`src/rtl/utx_pkg.sv`:
```
package utx_pkg;
  typedef enum logic [2:0] {
    ST_IDLE, ST_START, ST_DATA, ST_PAR, ST_STOP
  } utx_state_e;

  typedef struct packed {
    logic [1:0] wlen;
    logic       two_stop;
    logic       par_en;
    logic       par_even;
    logic       par_stick;
  } utx_cfg_t;
endpackage

```
`src/rtl/utx_parity.sv`:
```
module utx_parity #(
  parameter int unsigned DATA_W = 8
) (
  input  logic [DATA_W-1:0] data_i,
  input  logic [1:0]        wlen_i,
  input  logic              even_i,
  input  logic              stick_i,
  output logic              par_o
);
  localparam int unsigned MIN_W = DATA_W - 3;

  logic [DATA_W-1:0] mask;

  for (genvar g = 0; g < DATA_W; g++) begin : g_mask
    if (g < MIN_W) begin : g_fixed
      assign mask[g] = 1'b1;
    end else begin : g_sel
      assign mask[g] = (wlen_i >= 2'(g - MIN_W + 1));
    end
  end

  // stick: constant opposite of the even select
  assign par_o = stick_i ? ~even_i : ((^(data_i & mask)) ^ ~even_i);
endmodule

```
`src/rtl/utx_hold.sv`:
```
module utx_hold #(
  parameter int unsigned DATA_W = 8
) (
  input  logic              clk_i,
  input  logic              rst_ni,
  input  logic              valid_i,
  input  logic [DATA_W-1:0] data_i,
  output logic              ready_o,
  input  logic              pop_i,
  output logic              full_o,
  output logic [DATA_W-1:0] data_o
);
  logic              full_q;
  logic [DATA_W-1:0] data_q;

  always_ff @(posedge clk_i or negedge rst_ni) begin
    if (!rst_ni) begin
      full_q <= 1'b0;
      data_q <= '0;
    end else if (pop_i) begin
      full_q <= 1'b0;
    end else if (valid_i && !full_q) begin
      full_q <= 1'b1;
      data_q <= data_i;
    end
  end

  assign ready_o = ~full_q;
  assign full_o  = full_q;
  assign data_o  = data_q;

  AST_NO_OVERWRITE: assert property (@(posedge clk_i) disable iff (!rst_ni)
    valid_i && full_q |=> $stable(data_q));
  AST_POP_ONLY_FULL: assert property (@(posedge clk_i) disable iff (!rst_ni)
    pop_i |-> full_q);
endmodule

```
`src/rtl/utx_shift.sv`:
```
module utx_shift
  import utx_pkg::*;
#(
  parameter int unsigned OVERSAMPLE = 16,
  parameter int unsigned DATA_W     = 8
) (
  input  logic              clk_i,
  input  logic              rst_ni,
  input  logic              tick_i,
  input  logic              brk_i,
  input  logic              avail_i,
  input  logic [DATA_W-1:0] data_i,
  input  utx_cfg_t          cfg_i,
  output logic              pop_o,
  output logic              line_o,
  output logic              busy_o
);
  localparam int unsigned MIN_W = DATA_W - 3;
  localparam int unsigned CNT_W = $clog2(2 * OVERSAMPLE + 1);
  localparam int unsigned BIT_W = $clog2(DATA_W + 1);

  utx_state_e        state_q;
  logic [DATA_W-1:0] sh_q;
  logic [CNT_W-1:0]  cnt_q, stop_last, cnt_last;
  logic [BIT_W-1:0]  bits_q;
  utx_cfg_t          cfg_q;
  logic              par_q, par_d, line_q, adv;

  utx_parity #(.DATA_W(DATA_W)) u_par (
    .data_i (data_i),
    .wlen_i (cfg_i.wlen),
    .even_i (cfg_i.par_even),
    .stick_i(cfg_i.par_stick),
    .par_o  (par_d)
  );

  always_comb begin
    if (!cfg_q.two_stop)       stop_last = CNT_W'(OVERSAMPLE - 1);
    else if (cfg_q.wlen == '0) stop_last = CNT_W'(OVERSAMPLE + OVERSAMPLE / 2 - 1);
    else                       stop_last = CNT_W'(2 * OVERSAMPLE - 1);
    cnt_last = (state_q == ST_STOP) ? stop_last : CNT_W'(OVERSAMPLE - 1);
  end

  assign adv    = tick_i && (cnt_q == cnt_last);
  assign busy_o = (state_q != ST_IDLE);
  assign pop_o  = avail_i && !brk_i &&
                  ((state_q == ST_IDLE) || ((state_q == ST_STOP) && adv));
  assign line_o = line_q;

  always_ff @(posedge clk_i or negedge rst_ni) begin
    if (!rst_ni) begin
      state_q <= ST_IDLE;
      sh_q    <= '0;
      cnt_q   <= '0;
      bits_q  <= '0;
      cfg_q   <= '0;
      par_q   <= 1'b0;
      line_q  <= 1'b1;
    end else if (pop_o) begin
      state_q <= ST_START;
      sh_q    <= data_i;
      cfg_q   <= cfg_i;
      par_q   <= par_d;
      cnt_q   <= '0;
      line_q  <= 1'b0;
    end else if (busy_o && tick_i) begin
      cnt_q <= adv ? '0 : cnt_q + CNT_W'(1);
      if (adv) begin
        unique case (state_q)
          ST_START: begin
            state_q <= ST_DATA;
            line_q  <= sh_q[0];
            sh_q    <= sh_q >> 1;
            bits_q  <= BIT_W'(MIN_W - 1) + BIT_W'(cfg_q.wlen);
          end
          ST_DATA: begin
            if (bits_q != '0) begin
              line_q <= sh_q[0];
              sh_q   <= sh_q >> 1;
              bits_q <= bits_q - BIT_W'(1);
            end else if (cfg_q.par_en) begin
              state_q <= ST_PAR;
              line_q  <= par_q;
            end else begin
              state_q <= ST_STOP;
              line_q  <= 1'b1;
            end
          end
          ST_PAR: begin
            state_q <= ST_STOP;
            line_q  <= 1'b1;
          end
          ST_STOP: begin
            state_q <= ST_IDLE;
            line_q  <= 1'b1;
          end
          default: state_q <= ST_IDLE;
        endcase
      end
    end
  end

  AST_HOLD_NO_TICK: assert property (@(posedge clk_i) disable iff (!rst_ni)
    busy_o && !tick_i |=> $stable(line_q) && $stable(state_q));
  AST_NO_START_IN_BREAK: assert property (@(posedge clk_i) disable iff (!rst_ni)
    (state_q == ST_IDLE) && brk_i |=> (state_q == ST_IDLE));
  AST_STOP_HIGH: assert property (@(posedge clk_i) disable iff (!rst_ni)
    (state_q == ST_STOP) |-> line_q);
  AST_START_LOW: assert property (@(posedge clk_i) disable iff (!rst_ni)
    $rose(busy_o) |-> !line_q);
endmodule

```
`src/rtl/uart_tx_framer.sv`:
```
module uart_tx_framer
  import utx_pkg::*;
#(
  parameter int unsigned OVERSAMPLE = 16,
  parameter int unsigned DATA_W     = 8
) (
  input  logic              clk_i,
  input  logic              rst_ni,
  input  logic              tick_i,
  input  logic [DATA_W-1:0] data_i,
  input  logic              valid_i,
  output logic              ready_o,
  input  logic [1:0]        wlen_i,
  input  logic              two_stop_i,
  input  logic              par_en_i,
  input  logic              par_even_i,
  input  logic              par_stick_i,
  input  logic              break_i,
  output logic              txd_o,
  output logic              tx_empty_o
);
  logic              pop, full, line, busy;
  logic [DATA_W-1:0] held;
  utx_cfg_t          cfg;

  assign cfg = '{wlen: wlen_i, two_stop: two_stop_i, par_en: par_en_i,
                 par_even: par_even_i, par_stick: par_stick_i};

  utx_hold #(.DATA_W(DATA_W)) u_hold (
    .clk_i  (clk_i),
    .rst_ni (rst_ni),
    .valid_i(valid_i),
    .data_i (data_i),
    .ready_o(ready_o),
    .pop_i  (pop),
    .full_o (full),
    .data_o (held)
  );

  utx_shift #(.OVERSAMPLE(OVERSAMPLE), .DATA_W(DATA_W)) u_shift (
    .clk_i  (clk_i),
    .rst_ni (rst_ni),
    .tick_i (tick_i),
    .brk_i  (break_i),
    .avail_i(full),
    .data_i (held),
    .cfg_i  (cfg),
    .pop_o  (pop),
    .line_o (line),
    .busy_o (busy)
  );

  assign txd_o      = line & ~break_i;
  assign tx_empty_o = ~full & ~busy;

  AST_EMPTY_READY: assert property (@(posedge clk_i) disable iff (!rst_ni)
    tx_empty_o |-> ready_o);
  AST_EMPTY_LINE_IDLE: assert property (@(posedge clk_i) disable iff (!rst_ni)
    tx_empty_o && !break_i |-> txd_o);
  AST_BREAK_KEEPS_HELD: assert property (@(posedge clk_i) disable iff (!rst_ni)
    break_i && !ready_o |=> !ready_o);
endmodule

```
`config.mk`:
```
export PLATFORM = sky130hd
export DESIGN_NAME = uart_tx_framer
export DESIGN_NICKNAME = d
export VERILOG_FILES = /design/src/rtl/utx_pkg.sv /design/src/rtl/utx_parity.sv /design/src/rtl/utx_hold.sv /design/src/rtl/utx_shift.sv /design/src/rtl/uart_tx_framer.sv
export SDC_FILE = /design/constraint.sdc
export NUM_CORES = 1
export LEC_CHECK = 0
export BUFFER_PORTS_ARGS = -buffer_cell sky130_fd_sc_hd__buf_2
export CAP_MARGIN = 5
export CELL_PAD_IN_SITES_DETAIL_PLACEMENT = 1
export CELL_PAD_IN_SITES_GLOBAL_PLACEMENT = 2
export CORE_ASPECT_RATIO = 1.75
export CORE_MARGIN = 4
export CORE_UTILIZATION = 30
export CTS_CLUSTER_SIZE = 24
export DETAILED_ROUTE_END_ITERATION = 10
export PLACE_DENSITY = 0.7
export RECOVER_POWER = 100
export SETUP_SLACK_MARGIN = 0.4
export SYNTH_ARGS = -nofsm -noshare
export SYNTH_HDL_FRONTEND = slang
export SYNTH_HIERARCHICAL = 1
export SYNTH_SLANG_ARGS = --single-unit
```
`constraint.sdc`:
```
create_clock -name clk_i -period 7.1 [get_ports clk_i]
set_input_delay 0.355 -clock clk_i [delete_from_list [all_inputs] [get_ports clk_i]]
set_output_delay 0.355 -clock clk_i [all_outputs]
set_load 0.02 [all_outputs]
```
==> run summary, run 1 <==
## Detailed routing
• **post-detailed-route DRC marker count** 0
• **First DRT Iteration DRCs** 34
• **vias per std cell** 5.16
• **final wirelength** 4970 um
• **Routed WL per cell** 16.5 um
• **Via Count** 1,554
• **number of nets with antenna violations after routing** 0
• **number of iterations in the first detailed-routing pass** 4

## Synthesis
• **register area share after synthesis** 43.9%
• **Gate Count Post-Synth** 195
• **ys flop type** sky130_fd_sc_hd__dfrtp_1
• **Synthesized Nets** 216
• **Post-Syn Area per Cell** 10.5 sq um
• **number of library cell types mapped by synthesis** 60
• **total of flip-flops plus latches after synthesis** 36
• **synth warn** 6
• **share of flip-flops with an asynchronous set or reset after synthesis** 100%
• **count of flip-flops with a built-in enable after synthesis** 0
• **mapped cell area** 0.00205 sq mm

## Run
• **maxcap violations** 1

## Floorplanning
• **standard-cell rows** 39
• **die area** 0.00828 sq mm
• **Die Ht** 117 um
• **io pins** 22
• **Starting Density** 31.2%
• **Die Width** 70.5 um
• **placeable core region** 0.00659 sq mm

## Timing
• **relative slew slack** -33.4%
• **clock tree skew after final layout** 2.85 ps
• **Peak Freq** 0.255 GHz
• **minimum clock period** 3920 ps
• **transition at the pin with the smallest max-transition slack** 2000 ps
• **setup TNS** 0 ps
• **final hold violations** 0
• **unrepaired setup endpoints after global routing** no
• **Tcrit/Tclk final** 55.2%
• **Max Transition Viols Final** 37
• **final setup violation count** 0

## CTS
• **CTS Buffer Depth** 2
• **# Post-CTS Setup Buffers** 0
• **clock latency on the worst-skew pair** 280 ps
• **hold-fix buffers at CTS** 0
• **clock transition at the registers of the reported paths** 60 ps
• **number of gates resized after CTS** 0
• **level count of the clock H-tree** 2
• **CTS buffer count** 5
• **Clock Sinks** 36
• **Root Buffer** sky130_fd_sc_hd__clkbuf_16
• **clock tree from TritonCTS** done

## Pwr
• **LEAKAGE** 1.01 nW
• **maximum resistive drop on vdd** 0.217 mV
• **total power after layout** 0.989 mW
• **Power per Cell Area** 426 mW/mm^2

## Global routing
• **maximum number of pins on one net before global-route repair** 37
• **via count of the first global-routing pass** 1,699
• **gr ovfl total** 0
• **initial antenna violation count** 0
• **global-route wire length before repair** 8510 um
• **Total GRT Usage** 13.3%

## Critical path
• **arrival time reported for the critical path endpoint** 4080 ps
• **minimum setup slack among reg-to-reg paths** 3180 ps
• **worst setup path category** reg2reg
• **required time worst endpoint** 7270 ps
• **largest fanout on the critical path** 23
• **kind of end point of the critical path** register
• **Critical Path Source Type** register

## Layout
• **layout overhead on the synthesized area** 13.0%
• **fillcell total** 786
• **area occupied by registers** 902 sq um
• **layout cell share with drive strength beyond 1** 20.1%
• **number of diodes** 0
• **net count of the finished layout** 239
• **area of the multi-input gates** 0.00104 sq mm

## Outcome
• **result of the run** finished with violations
• **violations in the final reports** capacitance limit, slew limit

## Place
• **number of buffers added on ports** 21
• **Post-DP HPWL** 3760 um
• **placer's final routability congestion estimate** 0.752

## Hold path
• **worst hold-check path type** in2reg

critical path: stages, from the launching register on:
cell	delay, ps
sky130_fd_sc_hd__dfrtp_1	520
sky130_fd_sc_hd__and4bb_1	300
sky130_fd_sc_hd__o211a_2	180
sky130_fd_sc_hd__o31ai_1	800
sky130_fd_sc_hd__inv_1	570
sky130_fd_sc_hd__nor3b_1	1010
sky130_fd_sc_hd__mux2_2	420
final cells by class:
| type | instances | share of cell area [%] |
|---|---|---|
| clock buffers | 7 | 6.15 |
| well taps | 82 | 4.42 |
| inverters | 7 | 1.13 |
| flip-flops and latches | 36 | 38.9 |
| repair buffers | 21 | 4.32 |
| clock inverters | 1 | 0.324 |
| multi-input cells | 147 | 44.8 |
report_power, final:
part / switching [mW] / internal, mW / total [mW] / leakage [nW]
Clock: 0.0856 / 0.140 / 0.225 / 0.0701
Sequential: 0.103 / 0.298 / 0.401 / 0.438
Combinational: 0.180 / 0.183 / 0.363 / 0.498
Total: 0.368 / 0.621 / 0.989 / 1.01
cells in the final DEF, fill, tap and decap left out, types with 2 or more instances in the layout:
master	n
sky130_fd_sc_hd__dfrtp_1	35
sky130_fd_sc_hd__nand2_1	26
sky130_fd_sc_hd__buf_2	17
sky130_fd_sc_hd__o21ai_0	12
sky130_fd_sc_hd__nor2_1	11
sky130_fd_sc_hd__mux2_2	9
sky130_fd_sc_hd__mux2i_1	8
sky130_fd_sc_hd__inv_1	7
sky130_fd_sc_hd__a22o_1	6
sky130_fd_sc_hd__clkbuf_16	5
sky130_fd_sc_hd__clkbuf_1	5
sky130_fd_sc_hd__a21oi_1	5
sky130_fd_sc_hd__nor3_1	4
sky130_fd_sc_hd__nand3_1	4
sky130_fd_sc_hd__xor2_1	4
sky130_fd_sc_hd__nand2b_1	3
sky130_fd_sc_hd__o21ai_1	3
sky130_fd_sc_hd__and3_1	3
sky130_fd_sc_hd__a21o_1	3
sky130_fd_sc_hd__a31oi_1	3
sky130_fd_sc_hd__nor3b_1	2
sky130_fd_sc_hd__o31ai_1	2
sky130_fd_sc_hd__o22ai_1	2
sky130_fd_sc_hd__xnor2_1	2
sky130_fd_sc_hd__nand3b_1	2
sky130_fd_sc_hd__ha_1	2
sky130_fd_sc_hd__nor2b_1	2
sequential cells by signal (all words and copies together), names as in the netlist:
signal and count:
u_shift/sh_q 8, u_shift/bits_q 4, u_shift/line_o 1, u_shift/state_q 3
u_hold/data_o 8, u_shift/cfg_q 4, u_shift/cnt_q 6, u_shift/par_q 1
u_hold/full_o 1
kinds of logic after synthesis:
logic type	after synthesis	synth area share [%]
and+or+nand+nor	72	20.1
DFF	36	43.9
AOI/OAI and AO/OA	48	17.9
xor gates and xnor gates	8	4.45
muxes	17	8.84
buffers and inverters	12	3.53
adders and majority gates	2	1.22
metal layers:
layer,part of all wire [%],vias up,global-route usage (%)
met5,0,-,0
met4,2.5,0,6.24
met3,3.3,10,3.17
met2,58,24,24.6
met1,37,767,13.6
li1,-,753,-
worst paths after layout:
path,startpoint,endpoint,cells after the start
worst max-delay path,u_shift/state_q[1],u_hold/data_o[2],6
max in group asynchronous,rst_ni,u_shift/state_q[1],1
min in group asynchronous,rst_ni,u_shift/cnt_q[0],1
worst min register to register,u_shift/par_q,u_shift/par_q,2
worst min-delay path,two_stop_i,u_shift/cfg_q[3],3
worst max register to register,u_shift/state_q[1],u_hold/data_o[2],6
cells in the mapped netlist, drive strengths merged, types with 3 or more instances:
library cell	count	area, sq um
nand3	4	20.0
mux2	9	101
a31oi	3	18.8
inv	7	26.3
xor2	4	35.0
nor2	13	58.8
mux2i	8	80.1
dfrtp	35	876
a21o	3	22.5
a21oi	5	25.0
buf	5	46.3
nor2b	3	26.3
o21ai	16	91.3
nor3	4	20.0
xnor2	3	33.8
and3	3	18.8
nand2b	3	18.8
nand2	26	97.6
a22o	6	52.6
metrics by stage:
step	utilization (%)	instance area (sq um)	worst slack [ps]	hold slack, ps	instances
finish	35.2	2320	3180	284	301
global route	35.2	2320	2900	305	301
CTS	35.9	2360	4400	206	301
detailed placement	33.6	2210	4410	473	293
global placement	33.6	2210	4480	482	293
floorplan	-	2050	4840	59.4	195
Power figures use the tool's default switching activity.
==> run 2, diff against run 1 <==
clock period = 3.7 ns   (was 7.1 ns; I/O delays follow)
==> run 2 against run 1 <==
The run still ends with capacitance limit, slew limit left. Register-to-register slack got worse by 2500 ps. Total power increased by 93%. Sequential share of layout area decreased by 0.52 points. Critical path depth did not move. Largest power group unchanged.
==> run summary, run 2 (same netlist as run 1, synthesis figures left out) <==
## Global routing
• **global-route wire length before repair** 8640 um
• **maximum number of pins on one net before global-route repair** 37
• **initial antenna violation count** 0
• **gr ovfl total** 0
• **via count of the first global-routing pass** 1,698
• **Total GRT Usage** 13.3%

## Critical path
• **sequence of cells on the critical path** and4bb_1 > o211a_1 > o31ai_4 > inv_1 > nor3b_2 > mux2_2
• **kind of cell adding the most delay to the critical path** simple AND/OR/NAND/NOR gates
• **required time worst endpoint** 3870 ps
• **slowest stage cell, crit path** sky130_fd_sc_hd__nor3b_2
• **arrival time reported for the critical path endpoint** 3150 ps
• **delay of the slowest cell on the worst path** 600 ps
• **kind of end point of the critical path** register
• **worst setup path category** reg2reg
• **buffer and inverter count on the worst path** 1
• **Critical Path Source Type** register
• **largest fanout on the critical path** 23

## Layout
• **net count of the finished layout** 239
• **fillcell total** 771
• **cell area after layout** 0.00235 sq mm
• **number of diodes** 0
• **leading cell type in the layout, fill and taps excluded** sky130_fd_sc_hd__dfrtp_1
• **layout cell share with drive strength beyond 1** 21.9%
• **area of the multi-input gates** 0.00107 sq mm
• **layout overhead on the synthesized area** 14.5%
• **area occupied by registers** 902 sq um
• **commonest cells after routing, fill and taps aside** sky130_fd_sc_hd__dfrtp_1 (35), sky130_fd_sc_hd__nand2_1 (26), sky130_fd_sc_hd__buf_2 (17)

## Detailed routing
• **number of iterations in the first detailed-routing pass** 3
• **number of nets with antenna violations after routing** 0
• **Routed WL per cell** 16.3 um
• **First DRT Iteration DRCs** 54
• **post-detailed-route DRC marker count** 0
• **vias per std cell** 5.12
• **final wirelength** 4910 um
• **Via Count** 1,542

## Timing
• **Max Transition Viols Final** 37
• **final setup violation count** 0
• **unrepaired setup endpoints after global routing** no
• **clock tree skew after final layout** 5.51 ps
• **Peak Freq** 0.336 GHz
• **setup TNS** 0 ps
• **relative slew slack** -32.2%
• **min setup slack post-route** 722 ps
• **Tcrit/Tclk final** 80.5%
• **transition at the pin with the smallest max-transition slack** 1980 ps
• **minimum clock period** 2980 ps
• **minimum hold slack** 120 ps
• **final hold violations** 0

## Place
• **Placement Cell Area** 0.00221 sq mm
• **number of buffers added on ports** 21
• **placer's final routability congestion estimate** 0.754
• **Post-DP HPWL** 3770 um
• **Place WS** 1020 ps

## CTS
• **hold-fix buffers at CTS** 0
• **number of gates resized after CTS** 0
• **# Post-CTS Setup Buffers** 0
• **clock latency on the worst-skew pair** 280 ps
• **clock transition at the registers of the reported paths** 60 ps
• **level count of the clock H-tree** 2
• **CTS Buffer Depth** 2
• **Clock Sinks** 36
• **CTS buffer count** 5
• **clock tree from TritonCTS** done
• **Root Buffer** sky130_fd_sc_hd__clkbuf_16

## Pwr
• **sequential power share** 40.0%
• **relative contribution of the clock network to total power** 22.8%
• **LEAKAGE** 1.02 nW
• **Power per Cell Area** 812 mW/mm^2
• **part of the power in combinational logic** 37.2%
• **maximum resistive drop on vdd** 0.402 mV
• **internal power** 1.20 mW
• **net switching power** 0.710 mW
• **Sw Share** 37.2%

## Floorplanning
• **die area** 0.00828 sq mm
• **placeable core region** 0.00659 sq mm
• **Die Ht** 117 um
• **Die Width** 70.5 um
• **Starting Density** 31.2%
• **standard-cell rows** 39
• **io pins** 22

## Run
• **maxcap violations** 1

## Outcome
• **result of the run** finished with violations
• **violations in the final reports** capacitance limit, slew limit

## Hold path
• **worst hold-check path type** in2reg

## run 2: changes by cell type in the layout (fill, tap and decap cells not counted), sizes merged
cell and delta:
inv +1, clkinv +1, clkinvlp -1, clkbuf -1
## run 2: power groups by stage
stage	Combinational (mW)	Sequential [mW]	Clock, mW
2_1_floorplan	0.618	0.701	0
3_3_place_gp	0.719	0.775	0
3_5_place_dp	0.734	0.778	0
4_1_cts	0.740	0.773	0.448
5_1_grt	0.807	0.803	0.466
6_report	0.710	0.764	0.436
## run 2: layout make-up
cell class | instances | area share, %
clock buffer | 6 | 5.91
inverter | 7 | 1.12
sequential | 36 | 38.4
clock inverter | 2 | 0.585
multi-input combinational | 147 | 45.4
timing repair buffer | 21 | 4.26
tap | 82 | 4.36
## run 2: per-stage QoR
step	cells	utilization (%)	power [mW]
2_1_floorplan	195	-	1.32
3_3_place_gp	293	33.6	1.49
3_5_place_dp	293	33.6	1.51
4_1_cts	301	35.9	1.96
5_1_grt	301	35.7	2.08
6_report	301	35.7	1.91
## run 2: worst paths after layout
path	from	endpoint	slack [ps]	cells past startpoint
hold / removal	two_stop_i	u_shift/cfg_q[3]	120	3
max in group asynchronous	rst_ni	u_shift/state_q[2]	2100	1
setup reg to reg	u_shift/state_q[1]	u_hold/data_o[2]	720	6
setup / recovery	u_shift/state_q[1]	u_hold/data_o[2]	720	6
hold reg to reg	u_shift/par_q	u_shift/par_q	480	2
min in group asynchronous	rst_ni	u_shift/sh_q[4]	460	1
## run 2: per-layer routing
layer / routed length, um / vias to the layer above / track usage [%] / part of all wire, %
met5: 0 / - / 0 / 0
met4: 96 / 0 / 4.59 / 2.0
met3: 131 / 8 / 2.40 / 2.7
met2: 2890 / 23 / 25.6 / 59
met1: 1790 / 757 / 13.9 / 36
li1: - / 754 / - / -
## run 2: worst reg2reg max path: cells and delay by family, from the launching register on
family | cells | cell delay, ps
muxes | 1 | 400
AOI/OAI and AO/OA | 2 | 640
and+or+nand+nor | 2 | 900
buffers and inverters | 1 | 400
DFF | 1 | 530
